[config.mk]
export PLATFORM = sky130hd
export DESIGN_NAME = excRouter
export DESIGN_NICKNAME = d
export VERILOG_FILES = /design/src/rtl/excRouterPkg.sv /design/src/rtl/excRouterCtrl.sv /design/src/rtl/excRouterDatapath.sv /design/src/rtl/excRouter.sv
export SDC_FILE = /design/constraint.sdc
export NUM_CORES = 1
export LEC_CHECK = 0
export BUFFER_PORTS_ARGS = -buffer_cell sky130_fd_sc_hd__buf_2
export CORE_MARGIN = 5
export CORE_UTILIZATION = 50
export DETAILED_ROUTE_END_ITERATION = 6
export PLACE_DENSITY = 0.95
export SLEW_MARGIN = 20
export SYNTH_ARGS = -nofsm -noshare
export SYNTH_HDL_FRONTEND = slang
export SYNTH_HIERARCHICAL = 1
export SYNTH_SLANG_ARGS = --single-unit
export TNS_END_PERCENT = 50
[constraint.sdc]
create_clock -name clk -period 1 [get_ports clk]
set_clock_uncertainty 0.2 [all_clocks]
set_input_delay 0.15 -clock clk [delete_from_list [all_inputs] [get_ports clk]]
set_output_delay 0.15 -clock clk [all_outputs]
set_load 0.01 [all_outputs]
[src/rtl/excRouterPkg.sv]
package excRouterPkg;

  localparam int LVL_W = 2;

  typedef enum logic [1:0] {
    EXC_NONE       = 2'd0,
    EXC_PC_ALIGN   = 2'd1,
    EXC_BRANCH_TGT = 2'd2,
    EXC_SP_ALIGN   = 2'd3
  } excClass_e;

  // Strobes passed from control to datapath
  typedef struct packed {
    logic             load;
    excClass_e        cls;
    logic [LVL_W-1:0] tgtLevel;
  } ctlStrobe_t;

  // Routing used by both alignment classes
  function automatic logic [LVL_W-1:0] alignRoute(
    input logic [LVL_W-1:0] cur,
    input logic             el2En,
    input logic             trapGen
  );
    if (cur > LVL_W'(1))       return cur;
    else if (el2En && trapGen) return LVL_W'(2);
    else                       return LVL_W'(1);
  endfunction

  // Routing used by the branch-target class
  function automatic logic [LVL_W-1:0] branchRoute(
    input logic [LVL_W-1:0] cur,
    input logic             el2En,
    input logic             trapGen
  );
    if (cur == '0 && el2En && trapGen) return LVL_W'(2);
    else if (cur > LVL_W'(1))          return cur;
    else                               return LVL_W'(1);
  endfunction

endpackage

[src/rtl/excRouterCtrl.sv]
module excRouterCtrl
  import excRouterPkg::*;
#(
  parameter int ALIGN_BITS = 2
) (
  input  logic                  instValid,
  input  logic [ALIGN_BITS-1:0] pcLow,
  input  logic                  spReq,
  input  logic                  btReq,
  input  logic [LVL_W-1:0]      curLevel,
  input  logic                  el2Enable,
  input  logic                  trapGeneral,
  output ctlStrobe_t            strobe
);

  logic pcFault;
  logic [LVL_W-1:0] alignTgt;
  logic [LVL_W-1:0] branchTgt;

  assign pcFault   = instValid && (pcLow != '0);
  assign alignTgt  = alignRoute(curLevel, el2Enable, trapGeneral);
  assign branchTgt = branchRoute(curLevel, el2Enable, trapGeneral);

  // Fixed priority: PC alignment, then branch target, then SP alignment
  always_comb begin
    strobe = '{load: 1'b0, cls: EXC_NONE, tgtLevel: '0};
    if (pcFault) begin
      strobe.load     = 1'b1;
      strobe.cls      = EXC_PC_ALIGN;
      strobe.tgtLevel = alignTgt;
    end else if (btReq) begin
      strobe.load     = 1'b1;
      strobe.cls      = EXC_BRANCH_TGT;
      strobe.tgtLevel = branchTgt;
    end else if (spReq) begin
      strobe.load     = 1'b1;
      strobe.cls      = EXC_SP_ALIGN;
      strobe.tgtLevel = alignTgt;
    end
  end

endmodule

[src/rtl/excRouterDatapath.sv]
module excRouterDatapath
  import excRouterPkg::*;
#(
  parameter int ADDR_W = 64,
  parameter int SYN_W  = 25,
  parameter int BT_W   = 2
) (
  input  logic              clk,
  input  logic              rstN,
  input  ctlStrobe_t        strobe,
  input  logic [ADDR_W-1:0] instAddr,
  input  logic [BT_W-1:0]   btType,
  output logic              excValid,
  output logic [1:0]        excClass,
  output logic [LVL_W-1:0]  targetLevel,
  output logic [ADDR_W-1:0] retAddr,
  output logic [ADDR_W-1:0] faultVaddr,
  output logic [SYN_W-1:0]  syndrome
);

  localparam int PAD_W = SYN_W - BT_W;

  logic [SYN_W-1:0]  synNext;
  logic [ADDR_W-1:0] vaNext;

  // Branch type in the low bits, reserved upper bits zero
  generate
    if (PAD_W > 0) begin : g_pad
      assign synNext = (strobe.cls == EXC_BRANCH_TGT) ? {{PAD_W{1'b0}}, btType} : '0;
    end else begin : g_nopad
      assign synNext = (strobe.cls == EXC_BRANCH_TGT) ? btType[SYN_W-1:0] : '0;
    end
  endgenerate

  assign vaNext = (strobe.cls == EXC_PC_ALIGN) ? instAddr : '0;

  always_ff @(posedge clk or negedge rstN) begin
    if (!rstN) begin
      excValid    <= 1'b0;
      excClass    <= EXC_NONE;
      targetLevel <= '0;
      retAddr     <= '0;
      faultVaddr  <= '0;
      syndrome    <= '0;
    end else if (strobe.load) begin
      excValid    <= 1'b1;
      excClass    <= strobe.cls;
      targetLevel <= strobe.tgtLevel;
      retAddr     <= instAddr;
      faultVaddr  <= vaNext;
      syndrome    <= synNext;
    end else begin
      excValid    <= 1'b0;
      excClass    <= EXC_NONE;
      targetLevel <= '0;
      retAddr     <= '0;
      faultVaddr  <= '0;
      syndrome    <= '0;
    end
  end

endmodule

[src/rtl/excRouter.sv]
module excRouter
  import excRouterPkg::*;
#(
  parameter int ADDR_W     = 64,
  parameter int SYN_W      = 25,
  parameter int BT_W       = 2,
  parameter int ALIGN_BITS = 2
) (
  input  logic              clk,
  input  logic              rstN,
  input  logic              instValid,
  input  logic [ADDR_W-1:0] instAddr,
  input  logic              spMisalignReq,
  input  logic              btReq,
  input  logic [BT_W-1:0]   btType,
  input  logic [1:0]        curLevel,
  input  logic              el2Enable,
  input  logic              trapGeneral,
  output logic              excValid,
  output logic [1:0]        excClass,
  output logic [1:0]        targetLevel,
  output logic [ADDR_W-1:0] retAddr,
  output logic [ADDR_W-1:0] faultVaddr,
  output logic [SYN_W-1:0]  syndrome
);

  ctlStrobe_t strobe;

  excRouterCtrl #(.ALIGN_BITS(ALIGN_BITS)) ctrl_i (
    .instValid  (instValid),
    .pcLow      (instAddr[ALIGN_BITS-1:0]),
    .spReq      (spMisalignReq),
    .btReq      (btReq),
    .curLevel   (curLevel),
    .el2Enable  (el2Enable),
    .trapGeneral(trapGeneral),
    .strobe     (strobe)
  );

  excRouterDatapath #(.ADDR_W(ADDR_W), .SYN_W(SYN_W), .BT_W(BT_W)) dp_i (
    .clk        (clk),
    .rstN       (rstN),
    .strobe     (strobe),
    .instAddr   (instAddr),
    .btType     (btType),
    .excValid   (excValid),
    .excClass   (excClass),
    .targetLevel(targetLevel),
    .retAddr    (retAddr),
    .faultVaddr (faultVaddr),
    .syndrome   (syndrome)
  );

endmodule

==> summary.md <==
| Metric | Value |
|---|---|
| Status | finished, violations left |
| Failing checks | hold timing, setup timing |
| Pleak | 4.05 nW |
| Utilization after layout | 79.4% |
| Core area | 9680 um2 |
| Worst Setup End Kind | output pin |
| Slowest-stage cell, CP | dfrtp_1 |
| CTS max path bufs | 2 |
| Number of synthesized flops with an enable pin | 0 |
| CTS tree | done |
| Final setup viols | 136 |
| Pre-antenna DRT Iters | 4 |
| DP HPWL | 8.53 mm |
| Most frequent cell after synthesis | dfrtp_1 |
| Synth async-reset ratio | 100% |
| RSZ-0062 raised after global routing | yes |
| Mapped Cells | 337 |
| DR WL/cell | 20.1 um |
| Die area | 11,900 um2 |
| Mux contribution to synthesized area | 0% |
| Seq/Total Area, Yosys | 68.6% |
| Port Buffers | 209 |
| Simple-gate portion of the synthesized area | 23.0% |
| Global route overflow | 0 |
| Slowest stage delay, CP | 0.42 ns |
| Largest family of logic cells by synthesized area | simple AND/OR/NAND/NOR gates |
| Hold_ws | -0.168 ns |
| Iter 0 DRT Violations | 151 |
| Fmax achieved | 0.696 GHz |
| Top cells by area, synth | dfrtp_1 (69%), and4b_1 (13%), and2_1 (8.6%) |
| Overall power | 14.0 mW |
| Library cells used by synthesis | 20 |
| Final Non-Filler Cells | 768 |
| First-pass GRT wire length | 22.1 mm |
| CTS Sinks | 135 |
| Hold Crit Class | input port to async pin |
| Syn Area/Cell | 14.6 um2 |
| DIE HEIGHT | 109 um |
| Routability-driven placement congestion ratio | 0.839 |
| Initial Util | 50.8% |
| WP buf/inv | 1 |
| GRT Total Usage | 25.5% |
| WS Path Type | register to output pin |
| Synth top area share | 68.6% |
| Layout cells sized above 1 | 41.9% |
| Adder-Cell Fraction of Synth Area | 0% |
| Final #Nets | 697 |
| Synth top cells by count | dfrtp_1 (135), and2_1 (68), and4b_1 (66) |
| Compound-Gate Fraction of Synth Area | 0.636% |
| Worst Path Max Fanout | 1 |
| Setup WS post-layout | -0.437 ns |
| Layout area overhead | 56.3% |
| Rows | 36 |
| YS warnings | 6 |
| Hold Vio Cnt, Final | 8 |
| WL final | 15.5 mm |
| H-tree levels | 4 |
| Max-cap violations | 0 |
| Root Buffer | clkbuf_8 |
| Die Wd | 109 um |
| Most used flip-flop cell after synthesis | dfrtp_1 |
| Final Max Tran Viols | 0 |
| Tcrit/Tclk final | 144% |
| Vias | 3,820 |
| Pin count of the biggest net entering global routing | 63 |
| Seq cells post-synth | 135 |
| Required @ worst endpoint | 0.65 ns |
| Fin crit period | 1.44 ns |
| Ant diodes | 0 |
| Top delay family on crit path | flip-flops |
| Post-CTS Hold Buffers | 70 |
| Placed cell count | 666 |
| Clk slew on worst S/H paths | 0.07 ns |
| PD cells | 1820 nW/um2 |
| Crit start category | register |
| CTS Buf Count | 17 |
| Post-synth top area cell | dfrtp_1 |
| Synthesized area | 4920 um2 |
| VDD IR max | 0.00104 V |
| Antenna-violating nets left | 0 |
| Vias per Instance | 4.97 |
| Post-Synth XOR/XNOR Area | 0% |
| IO Pins | 233 |
| Crit path DAT | 1.09 ns |
| Vias in the first global route | 4,149 |
| Drc violations | 0 |
| Initial antenna violation count | 1 |
| Worst-path cell chain | buf_2 |
| Post-CTS Setup Inserts | 0 |
-- report_power, final --
| group | internal [mW] | switching, mW |
|---|---|---|
| Clock | 3.68 | 2.49 |
| Sequential | 5.80 | 0.143 |
| Combinational | 0.975 | 0.942 |
| Total | 10.5 | 3.57 |
-- per-stage QoR --
| stage | setup TNS [ns] | cell area (um2) | worst slack [ns] | hold WS (ns) |
|---|---|---|---|---|
| final | -49.72 | 7690 | -0.437 | -0.168 |
| after global routing | -55.58 | 7690 | -0.471 | -0.186 |
| after CTS | -53.77 | 7490 | -0.455 | -0.201 |
| after detailed placement | -59.30 | 6100 | -0.495 | -0.196 |
| after global placement | -55.31 | 6100 | -0.447 | -0.196 |
| after floorplan | -36.60 | 5020 | -0.357 | -0.346 |
-- state kept, by name, summed over array words and instances, names as in the netlist --
register / count
dp_i/targetLevel: 2
dp_i/excValid: 1
dp_i/retAddr: 64
dp_i/faultVaddr: 64
dp_i/excClass: 2
dp_i/syndrome: 2
-- cells in the final DEF, fill, tap and decap left out --
master,synthesis,layout
clkinv_4,0,3
buf_12,0,8
inv_8,0,1
o21ai_1,1,1
and4b_1,66,66
buf_4,23,9
buf_2,13,162
a21oi_2,0,1
nand2_1,2,2
bufinv_16,0,2
o21ai_4,0,1
nor2_4,0,1
and2_1,68,68
inv_2,0,1
buf_6,1,48
dlygate4sd3_1,0,68
conb_1,1,23
inv_6,0,5
inv_1,2,1
clkbuf_8,0,2
clkbuf_16,0,16
nor3_1,3,3
o21a_4,0,1
dfrtp_1,135,135
clkinvlp_4,0,3
a211oi_2,0,1
nor3_4,0,1
nor2_1,3,2
-- routing by layer --
metal	GRT usage [%]	share of wire, %
met1	25.7	33
met2	47.9	57
met3	6.75	6.0
met4	12.9	3.2
met5	0	0.071
-- logic make-up (layout without fill, tap and decap cells) --
group           after synthesis  count (layout)
simple gates                143             143
flops                       135             135
buf+inv                      53             329
compound gates                5               5
other cells                   1              23
-- final timing paths --
path	from	endpoint	slack [ns]	depth (start not counted)
max in group asynchronous	rstN	dp_i/faultVaddr[4]	0.25	3
min in group clk	curLevel[1]	dp_i/targetLevel[1]	-0.09	4
min	rstN	dp_i/retAddr[46]	-0.17	2
max	dp_i/faultVaddr[25]	faultVaddr[25]	-0.44	1
-- layout make-up --
type | instances | area (um2)
multi-input combinational | 171 | 1290
clock inverter | 14 | 164
timing repair buffer | 295 | 2260
sequential | 135 | 3380
clock buffer | 18 | 428
tap | 133 | 166
inverter | 2 | 7.51
fill | 522 | 1990
-- what timing repair did --
| item | 4_1_cts | 5_1_grt |
|---|---|---|
| endpoints found under the setup margin | 135 | 138 |
| gates resized for setup | 15 | 37 |
| pin swaps | 0 | 0 |
| endpoints found under the hold margin | 268 | 8 |
Note: power is estimated with default switching activity, not from simulation.
